**config.mk**
```make
export PLATFORM = sky130hd
export DESIGN_NAME = pcb_cmp_bank
export DESIGN_NICKNAME = d
export VERILOG_FILES = /design/src/rtl/pcb_pkg.sv /design/src/rtl/pcb_shadow.sv /design/src/rtl/pcb_period_div.sv /design/src/rtl/pcb_unit.sv /design/src/rtl/pcb_cmp_bank.sv
export SDC_FILE = /design/constraint.sdc
export NUM_CORES = 1
export LEC_CHECK = 0
export BUFFER_PORTS_ARGS = -buffer_cell sky130_fd_sc_hd__buf_2
export CAP_MARGIN = 20
export CORE_ASPECT_RATIO = 1.75
export CORE_UTILIZATION = 55
export CTS_BUF_LIST = sky130_fd_sc_hd__clkbuf_2
export CTS_CLUSTER_SIZE = 16
export DETAILED_ROUTE_END_ITERATION = 16
export PLACE_DENSITY = 0.72
export SETUP_SLACK_MARGIN = 0.15
export SYNTH_ARGS = -nofsm -noshare
export SYNTH_HDL_FRONTEND = slang
export SYNTH_SLANG_ARGS = --single-unit
```
**constraint.sdc**
```tcl
create_clock -name clk -period 3 [get_ports clk]
set_input_delay 0.3 -clock clk [delete_from_list [all_inputs] [get_ports clk]]
set_output_delay 0.3 -clock clk [all_outputs]
set_load 0.01 [all_outputs]
```
**src/rtl/pcb_pkg.sv**
```systemverilog
package pcb_pkg;

  typedef enum logic {
    SEL_MODE  = 1'b0,
    SEL_VALUE = 1'b1
  } pcb_sel_e;

  function automatic int pcb_max(input int a, input int b);
    return (a > b) ? a : b;
  endfunction

endpackage

```
**src/rtl/pcb_shadow.sv**
```systemverilog
// Pending/active register pair: writes land in the pending copy and are
// promoted on a load strobe.
module pcb_shadow #(
  parameter int W = 8
) (
  input  logic         clk,
  input  logic         rst_n,
  input  logic         wr_en,
  input  logic [W-1:0] wr_data,
  input  logic         load,
  output logic [W-1:0] active
);

  logic [W-1:0] pend_q, pend_d;
  logic [W-1:0] act_q, act_d;
  logic         full_q, full_d;

  always_comb begin
    pend_d = pend_q;
    full_d = full_q;
    act_d  = act_q;
    if (load && full_q) act_d = pend_q;
    if (load)           full_d = 1'b0;
    if (wr_en) begin
      pend_d = wr_data;
      full_d = 1'b1;
    end
  end

  always_ff @(posedge clk or negedge rst_n) begin
    if (!rst_n) begin
      pend_q <= '0;
      full_q <= 1'b0;
      act_q  <= '0;
    end else begin
      if (wr_en)          pend_q <= pend_d;
      if (wr_en || load)  full_q <= full_d;
      if (load && full_q) act_q  <= act_d;
    end
  end

  assign active = act_q;

endmodule

```
**src/rtl/pcb_period_div.sv**
```systemverilog
// Per-unit period divider: steps on each period wrap, restarts on load.
module pcb_period_div #(
  parameter int PER_W = 4
) (
  input  logic             clk,
  input  logic             rst_n,
  input  logic             per_wrap,
  input  logic             restart,
  output logic [PER_W-1:0] prcnt
);

  logic [PER_W-1:0] cnt_q, cnt_d;

  always_comb begin
    cnt_d = cnt_q;
    if (per_wrap) cnt_d = restart ? '0 : cnt_q + 1'b1;
  end

  always_ff @(posedge clk or negedge rst_n) begin
    if (!rst_n)        cnt_q <= '0;
    else if (per_wrap) cnt_q <= cnt_d;
  end

  assign prcnt = cnt_q;

endmodule

```
**src/rtl/pcb_unit.sv**
```systemverilog
// One comparison unit: settings, period divider and match qualification.
module pcb_unit #(
  parameter int CNT_W = 16,
  parameter int PER_W = 4,
  localparam int MODE_W = 2 * PER_W + 1,
  localparam int VAL_W  = CNT_W + 1
) (
  input  logic              clk,
  input  logic              rst_n,
  input  logic              mode_wr,
  input  logic [MODE_W-1:0] mode_wdata,
  input  logic              val_wr,
  input  logic [VAL_W-1:0]  val_wdata,
  input  logic [CNT_W-1:0]  cnt_val,
  input  logic              cnt_down,
  input  logic              center_mode,
  input  logic              per_wrap,
  input  logic              fault,
  output logic              hit,
  output logic              act_en,
  output logic              act_dir,
  output logic [CNT_W-1:0]  act_cv,
  output logic [PER_W-1:0]  act_ctr,
  output logic [PER_W-1:0]  act_cpr,
  output logic [PER_W-1:0]  prcnt
);

  logic [MODE_W-1:0] mode_act;
  logic [VAL_W-1:0]  val_act;
  logic              load;
  logic              fired_q, fired_d;
  logic              phase_ok;

  assign load = per_wrap && (!act_en || (prcnt >= act_cpr));

  pcb_shadow #(.W(MODE_W)) i_mode (
    .clk(clk), .rst_n(rst_n), .wr_en(mode_wr), .wr_data(mode_wdata),
    .load(load), .active(mode_act)
  );

  pcb_shadow #(.W(VAL_W)) i_val (
    .clk(clk), .rst_n(rst_n), .wr_en(val_wr), .wr_data(val_wdata),
    .load(load), .active(val_act)
  );

  pcb_period_div #(.PER_W(PER_W)) i_div (
    .clk(clk), .rst_n(rst_n), .per_wrap(per_wrap), .restart(load),
    .prcnt(prcnt)
  );

  assign act_en  = mode_act[0];
  assign act_ctr = mode_act[PER_W:1];
  assign act_cpr = mode_act[2*PER_W:PER_W+1];
  assign act_cv  = val_act[CNT_W-1:0];
  assign act_dir = val_act[CNT_W];

  always_comb begin
    phase_ok = !center_mode || (cnt_down == act_dir);
    hit      = act_en && !fault && !fired_q && phase_ok &&
               (cnt_val == act_cv) && (prcnt == act_ctr);
    fired_d  = per_wrap ? 1'b0 : (fired_q || hit);
  end

  always_ff @(posedge clk or negedge rst_n) begin
    if (!rst_n)                fired_q <= 1'b0;
    else if (per_wrap || hit)  fired_q <= fired_d;
  end

endmodule

```
**src/rtl/pcb_cmp_bank.sv**
```systemverilog
// Bank of periodic comparison units sharing one channel counter.
module pcb_cmp_bank #(
  parameter int NUM_UNITS = 8,
  parameter int CNT_W     = 16,
  parameter int PER_W     = 4,
  localparam int UID_W  = (NUM_UNITS > 1) ? $clog2(NUM_UNITS) : 1,
  localparam int MODE_W = 2 * PER_W + 1,
  localparam int VAL_W  = CNT_W + 1,
  localparam int DATA_W = pcb_pkg::pcb_max(MODE_W, VAL_W)
) (
  input  logic                 clk,
  input  logic                 rst_n,
  input  logic [CNT_W-1:0]     cnt_val,
  input  logic                 cnt_down,
  input  logic                 center_mode,
  input  logic                 per_wrap,
  input  logic                 fault,
  input  logic                 wr_en,
  input  logic                 wr_sel,
  input  logic [UID_W-1:0]     wr_unit,
  input  logic [DATA_W-1:0]    wr_data,
  input  logic                 stat_rd,
  output logic [NUM_UNITS-1:0] match,
  output logic [NUM_UNITS-1:0] status
);

  logic [NUM_UNITS-1:0]            hit_vec;
  logic [NUM_UNITS-1:0]            act_en;
  logic [NUM_UNITS-1:0]            act_dir;
  logic [NUM_UNITS-1:0][CNT_W-1:0] act_cv;
  logic [NUM_UNITS-1:0][PER_W-1:0] act_ctr;
  logic [NUM_UNITS-1:0][PER_W-1:0] act_cpr;
  logic [NUM_UNITS-1:0][PER_W-1:0] prcnt;

  logic [NUM_UNITS-1:0] match_q, match_d;
  logic [NUM_UNITS-1:0] status_q, status_d;

  for (genvar u = 0; u < NUM_UNITS; u++) begin : g_unit
    logic sel_here;
    assign sel_here = wr_en && (wr_unit == UID_W'(u));

    pcb_unit #(.CNT_W(CNT_W), .PER_W(PER_W)) i_unit (
      .clk(clk), .rst_n(rst_n),
      .mode_wr(sel_here && (wr_sel == pcb_pkg::SEL_MODE)),
      .mode_wdata(wr_data[MODE_W-1:0]),
      .val_wr(sel_here && (wr_sel == pcb_pkg::SEL_VALUE)),
      .val_wdata(wr_data[VAL_W-1:0]),
      .cnt_val(cnt_val), .cnt_down(cnt_down), .center_mode(center_mode),
      .per_wrap(per_wrap), .fault(fault),
      .hit(hit_vec[u]),
      .act_en(act_en[u]), .act_dir(act_dir[u]), .act_cv(act_cv[u]),
      .act_ctr(act_ctr[u]), .act_cpr(act_cpr[u]), .prcnt(prcnt[u])
    );
  end

  always_comb begin
    match_d  = hit_vec;
    status_d = (stat_rd ? '0 : status_q) | hit_vec;
  end

  always_ff @(posedge clk or negedge rst_n) begin
    if (!rst_n) begin
      match_q  <= '0;
      status_q <= '0;
    end else begin
      match_q  <= match_d;
      status_q <= status_d;
    end
  end

  assign match  = match_q;
  assign status = status_q;

endmodule

```
==> impl_metrics.tcl, run 1 <==
set metrics [dict create \
    outcome "finished with violations" \
    violations "design-rule violations" \
    critical_path.startpoint_type "flip-flop" \
    ys_ff_latch 488 \
    syn_area_mm2 0.0213 \
    dp_cells 2089 \
    synth_ff_type "dfrtp_1" \
    ys_warn_count 0 \
    fin_crit_sh_pct 90.6 \
    hold_start "cnt_val[10]" \
    hpwl_um 33700 \
    skew_ns 0.0676 \
    initial_utilization_pct 55.6 \
    final_nets 1852 \
    worst_slew_pin_slew_ns 0.936 \
    worst_slack_ns 0.281 \
    wl_um 52300 \
    met2_length_um 28000 \
    critPathKind "flip-flop to flip-flop" \
    r2r_slack_ns 0.28 \
    ant_nets 0 \
    synth.distinct_cells 42 \
    yosysTopAreaCell "dfrtp_1" \
    multi_input_comb_area_mm2 0.00835 \
    cts_buffers 106 \
    postCtsSetupBuffers 0 \
    clk_path_buf_depth 3 \
    rr_worst_depth 7 \
    setup_viol 0 \
    cts_htree_levels 3 \
    ys_async_sr_fraction_pct 100 \
    power_density_mw_per_mm2 793 \
    io_buffers 60 \
    layout.cells.non_filler 2328 \
    drv_slew 0 \
    synth_area_leaders "dfrtp_1, mux2_2, xor2_1, xnor2_1, ha_1" \
    arrival_ns 3.68 \
    synth-edff-count 0 \
    tns_ns 0 \
    clk_latency_ns 1.06 \
    min_path_type "primary input to flip-flop" \
    hold_end "match[7]" \
    fmax_mhz 368 \
    power_leakage_nw 11.3 \
    area_growth_pct 10.9 \
    slew_headroom_pct 37.6 \
    grt_pass1_vias 14000 \
    top_layer_used "met4" \
    syn_nets 1667 \
    antenna_found_initial 2 \
    grt_overflow 0 \
    maxCapViolations 0 \
    dp_slack_ns 0.620 \
    rr_endpoint "g_unit[5].i_unit.fired_q" \
    path_clk_slew_ns 0.11 \
    syn_inst 1582 \
    io_pins 61 \
    ctsRootBufferMaster "clkbuf_2" \
    fp.dieArea_mm2 0.0395 \
    synth_common_cells "dfrtp_1, mux2_2, xor2_1" \
    drc 2 \
    die_h_um 262 \
    worst_ep_required_time_ns 3.96 \
    fin_crit_ns 2.72 \
    grt_pass1_wl_um 81300 \
    vias 13300 \
    drt_iter0_drc 728 \
    regArea_mm2 0.0122 \
    critPathMaxFanout 3 \
    netlist.area_leader.share_pct 57.4 \
    num-fill-cells 3038 \
    placementRows 95 \
    routedWlPerCell_um 22.5 \
    coreArea_mm2 0.0383 \
    synth.most_common_cell "dfrtp_1" \
    gp_congestion 0.841 \
    grt_use_total_pct 28.1 \
    wl_met3_um 1840 \
    hold_depth 6 \
    rsz0062_at_grt "no" \
    r2r_start "g_unit[5].i_unit.i_mode.active[0]" \
    cp-end-kind "flip-flop" \
    via_per_inst 5.72 \
    dieWidth_um 151 \
    drt_pass1_iterations 11 \
    ys_seq_area_share_pct 57.4 \
    m1WireLength_um 20700 \
    grt_max_degree 91 \
    avgSynthCellArea_um2 13.4 \
    drive_above_1_share_pct 36.0 \
    clock_sinks 488 \
    peakVddDrop_mv 0.544 \
    fin_util_pct 61.6 \
    finalHoldViolations 0 \
    cts_tree "yes" \
]
critical path, stage by stage, from the launching register on:
cell and delay [ns]:
dfrtp_1 0.35, inv_1 0.11, or4_1 0.55, a211oi_2 0.17, dlygate4sd3_1 0.57, nand4_1 0.08, dlygate4sd3_1 0.64, a21oi_1 0.16
power breakdown:
group | switching [mW] | total, mW | internal, mW
Combinational | 2.31 | 4.92 | 2.61
Clock | 2.48 | 3.94 | 1.47
Sequential | 1.30 | 9.86 | 8.56
cells in the final DEF, fill, tap and decap left out, types with 3 or more instances in the layout:
master / n
or4b_2: 6
o2111ai_1: 6
dlygate4sd3_1: 53
a21oi_2: 3
a21o_1: 16
mux2_2: 384
nor3_1: 10
o21ai_0: 24
a21oi_1: 14
buf_12: 5
xor2_1: 98
nand3b_1: 3
nand4_1: 27
clkbuf_2: 158
diode_2: 3
o221ai_1: 6
nand2_1: 73
nor2_1: 11
nor4_1: 21
or4_1: 4
a211oi_1: 10
buf_4: 32
a21bo_2: 5
and3_1: 16
buf_2: 59
nand2b_1: 16
or4_4: 3
inv_1: 78
nand3_1: 13
xnor2_1: 70
ha_1: 40
dfrtp_1: 488
o22ai_1: 38
clkinv_1: 19
o21ai_1: 8
repair_timing:
item	4_1_cts	5_1_grt
gates resized for setup	0	2
hold buffers	55	0
hold endpoints to repair	767	0
endpoints found under the setup margin	0	2
cell type report:
class                   instances  share of cell area (%)
inverters                      78                    1.24
diodes                          3                  0.0318
clock buffers                 158                    3.35
flip-flops and latches        488                    51.8
repair buffers                152                    5.18
well taps                     485                    2.57
multi-input cells             941                    35.4
clock inverters                23                   0.483
per-layer routing:
metal,vias to the layer above,track usage (%)
li1,5960,-
met1,6939,33.7
met2,297,50.2
met3,129,4.17
met4,0,11.9
met5,-,0
worst max-delay path by stage:
stage,startpoint,end
6_report,g_unit[5].i_unit.i_mode.active[0],g_unit[5].i_unit.fired_q
5_1_grt,g_unit[5].i_unit.i_mode.active[0],g_unit[5].i_unit.fired_q
4_1_cts,g_unit[5].i_unit.i_mode.active[0],g_unit[5].i_unit.fired_q
3_5_place_dp,g_unit[4].i_unit.i_div.prcnt[0],g_unit[4].i_unit.i_val.active[10]
3_3_place_gp,g_unit[4].i_unit.i_div.prcnt[0],g_unit[4].i_unit.i_val.active[11]
2_1_floorplan,g_unit[4].i_unit.i_div.prcnt[0],g_unit[4].i_unit.i_val.active[10]
logic make-up (layout without fill, tap and decap cells):
group	count (synthesis)	in the layout	share of synthesized area, %
AO/OA/AOI/OAI	139	139	4.32
other	0	3	0
AND/OR/NAND/NOR	208	208	5.21
flip-flops	488	488	57.4
adder cells (fa/ha/maj)	40	40	2.35
XOR/XNOR	168	168	6.92
buffers and inverters	153	411	3.37
multiplexers	386	386	20.4
metrics by stage:
stage / hold WS (ns) / power, mW / area (um2)
6_report: 0.0537 / 18.7 / 23600
5_1_grt: 0.0353 / 19.9 / 23600
4_1_cts: 0.0190 / 18.9 / 23600
3_5_place_dp: 0.306 / 14.8 / 22100
3_3_place_gp: 0.308 / 14.5 / 22100
2_1_floorplan: 0.00441 / 13.3 / 21300
state kept, by name, summed over array words and instances (netlist names):
register and cells:
g_unit.i_unit.i_div.prcnt 32, status 8, g_unit.i_unit.i_val.pend_q 136, match 8, g_unit.i_unit.i_mode.pend_q 72, g_unit.i_unit.i_val.active 136
g_unit.i_unit.i_mode.full_q 8, g_unit.i_unit.i_val.full_q 8, g_unit.i_unit.i_mode.active 72, g_unit.i_unit.fired_q 8
Power figures use the tool's default switching activity.
==> inputs of run 2 (changes only) <==
--- a/config.mk
+++ b/config.mk
@@ -8,12 +8,14 @@
 export BUFFER_PORTS_ARGS = -buffer_cell sky130_fd_sc_hd__buf_2
 export CAP_MARGIN = 20
 export CORE_ASPECT_RATIO = 1.75
-export CORE_UTILIZATION = 55
+export CORE_UTILIZATION = 50
 export CTS_BUF_LIST = sky130_fd_sc_hd__clkbuf_2
 export CTS_CLUSTER_SIZE = 16
 export DETAILED_ROUTE_END_ITERATION = 16
-export PLACE_DENSITY = 0.72
+export GPL_TIMING_DRIVEN = 0
+export PLACE_DENSITY = 0.66
 export SETUP_SLACK_MARGIN = 0.15
 export SYNTH_ARGS = -nofsm -noshare
 export SYNTH_HDL_FRONTEND = slang
 export SYNTH_SLANG_ARGS = --single-unit
+export TNS_END_PERCENT = 5
==> impl_metrics.tcl, run 2 (synthesized netlist as in run 1, its figures left out) <==
set metrics [dict create \
    fin_crit_sh_pct 93.4 \
    placementRows 99 \
    coreArea_mm2 0.0419 \
    cp-end-kind "flip-flop" \
    die_h_um 275 \
    clk_latency_ns 1.06 \
    regArea_mm2 0.0122 \
    cts_htree_levels 3 \
    final_common_cell "dfrtp_1" \
    rr_endpoint "g_unit[7].i_unit.fired_q" \
    clock_sinks 488 \
    gp_congestion 0.845 \
    fp.dieArea_mm2 0.0434 \
    power_density_mw_per_mm2 802 \
    routedWlPerCell_um 21.4 \
    drt_iter0_drc 573 \
    num-fill-cells 3650 \
    area_growth_pct 12.4 \
    worst_slew_pin_slew_ns 1.04 \
    grt_max_degree 122 \
    dp_cells 2182 \
    critical_path.startpoint_type "flip-flop" \
    final_cell_area_mm2 0.0239 \
    r2r_slack_ns 0.20 \
    dieWidth_um 158 \
    cts_resized 0 \
    via_per_inst 5.45 \
    ctsRootBufferMaster "clkbuf_2" \
    layout.cells.non_filler 2440 \
    cp-endpoint "g_unit[7].i_unit.fired_q" \
    vias 13300 \
    grt_pass1_wl_um 81300 \
    rr_worst_depth 7 \
    drc 0 \
    antenna_found_initial 3 \
    slew_headroom_pct 30.6 \
    grt_overflow 0 \
    postPlaceCellArea_mm2 0.0223 \
    critPathKind "flip-flop to flip-flop" \
    power_leakage_nw 11.3 \
    cts_tree "yes" \
    final_cell_mix "dfrtp_1, mux2_2, clkbuf_2" \
    final_nets 1878 \
    io_buffers 41 \
    finalHoldViolations 0 \
    peakVddDrop_mv 0.405 \
    path_clk_slew_ns 0.12 \
    outcome "completed" \
    grt_use_total_pct 25.5 \
    critPathMaxFanout 5 \
    skew_ns 0.0655 \
    fmax_mhz 357 \
    hold_start "stat_rd" \
    r2r_start "g_unit[7].i_unit.i_div.prcnt[2]" \
    multi_input_comb_area_mm2 0.00834 \
    initial_utilization_pct 50.8 \
    drt_pass1_iterations 5 \
    fin_crit_ns 2.80 \
    cts_buffers 110 \
    min_path_type "primary input to flip-flop" \
    worst_ep_required_time_ns 3.95 \
    grt_pass1_vias 14100 \
    ant_nets 0 \
    wl_um 52100 \
    maxCapViolations 0 \
    rsz0062_at_grt "no" \
    arrival_ns 3.75 \
    clk_path_buf_depth 3 \
    hpwl_um 36200 \
    io_pins 61 \
    crit_path_start "g_unit[7].i_unit.i_div.prcnt[2]" \
    drv_slew 0 \
    drive_above_1_share_pct 35.3 \
    setup_viol 0 \
]
-- run 2: cell types whose count changed in the layout (fill, tap and decap cells not counted), moves of 4 or more --
cell,before,now
buf_4,32,2
clkinv_1,19,28
buf_2,59,70
buf_6,0,13
clkbuf_1,0,29
clkbuf_2,158,163
buf_12,5,0
buf_16,1,5
-- run 2: how the worst min path moves through the flow --
stage	endpoint	slack [ns]	cells after the start
2_1_floorplan	g_unit[0].i_unit.fired_q	0.004	0
3_3_place_gp	g_unit[6].i_unit.i_val.full_q	0.45	1
3_5_place_dp	g_unit[4].i_unit.i_mode.pend_q[5]	0.31	1
4_1_cts	match[5]	0.02	6
5_1_grt	match[5]	0.08	6
6_report	status[1]	0.15	3
-- run 2: stage by stage --
| stage | TNS [ns] | utilization [%] | hold slack (ns) | power [mW] | setup WS, ns |
|---|---|---|---|---|---|
| after detailed placement | -4.35 | 53.2 | 0.313 | 14.9 | -0.270 |
| after global routing | 0 | 57.1 | 0.0797 | 20.4 | 0.154 |
| final | 0 | 57.1 | 0.147 | 19.2 | 0.198 |
| after CTS | 0 | 57.1 | 0.0188 | 19.3 | 0.254 |
| after global placement | -3849.25 | 53.0 | 0.452 | 14.6 | -7.97 |
| after floorplan | 0 | - | 0.00441 | 13.3 | 0.885 |
-- run 2: cell type report --
cell class | instances | share of cell area (%)
Clock inverter | 38 | 0.958
Antenna cell | 3 | 0.0314
Multi-Input combinational cell | 941 | 34.9
Sequential cell | 488 | 51.1
Tap cell | 555 | 2.91
Inverter | 78 | 1.22
Buffer | 75 | 1.77
Clock buffer | 163 | 3.41
Timing Repair Buffer | 99 | 3.70
-- run 2: metal layers --
metal | part of all wire, % | vias up | global-route usage [%] | wire [um]
met5 | 0.017 | - | 0 | 9
met4 | 3.4 | 2 | 10.9 | 1760
li1 | - | 6012 | - | -
met3 | 3.6 | 123 | 4.19 | 1900
met2 | 52 | 286 | 44.2 | 27200
met1 | 41 | 6882 | 31.1 | 21200
-- run 2: critical path, stage by stage, from the launching register on --
cell           delay (ns)
dfrtp_1              0.48
xor2_1               0.23
nor4_1               0.26
nand4_1              0.12
dlygate4sd3_1        0.57
a211o_1              0.25
dlygate4sd3_1        0.63
a21oi_1              0.17
-- run 2: power by group --
part	internal, mW	total, mW	switching (mW)
registers	8.56	9.85	1.29
logic	2.62	4.98	2.36
clock network	1.71	4.34	2.63
-- run 2: timing repair --
action / in CTS / in global routing
hold buffers: 54 / 0
setup buffers: 0 / 0
hold endpoints to repair: 445 / 0
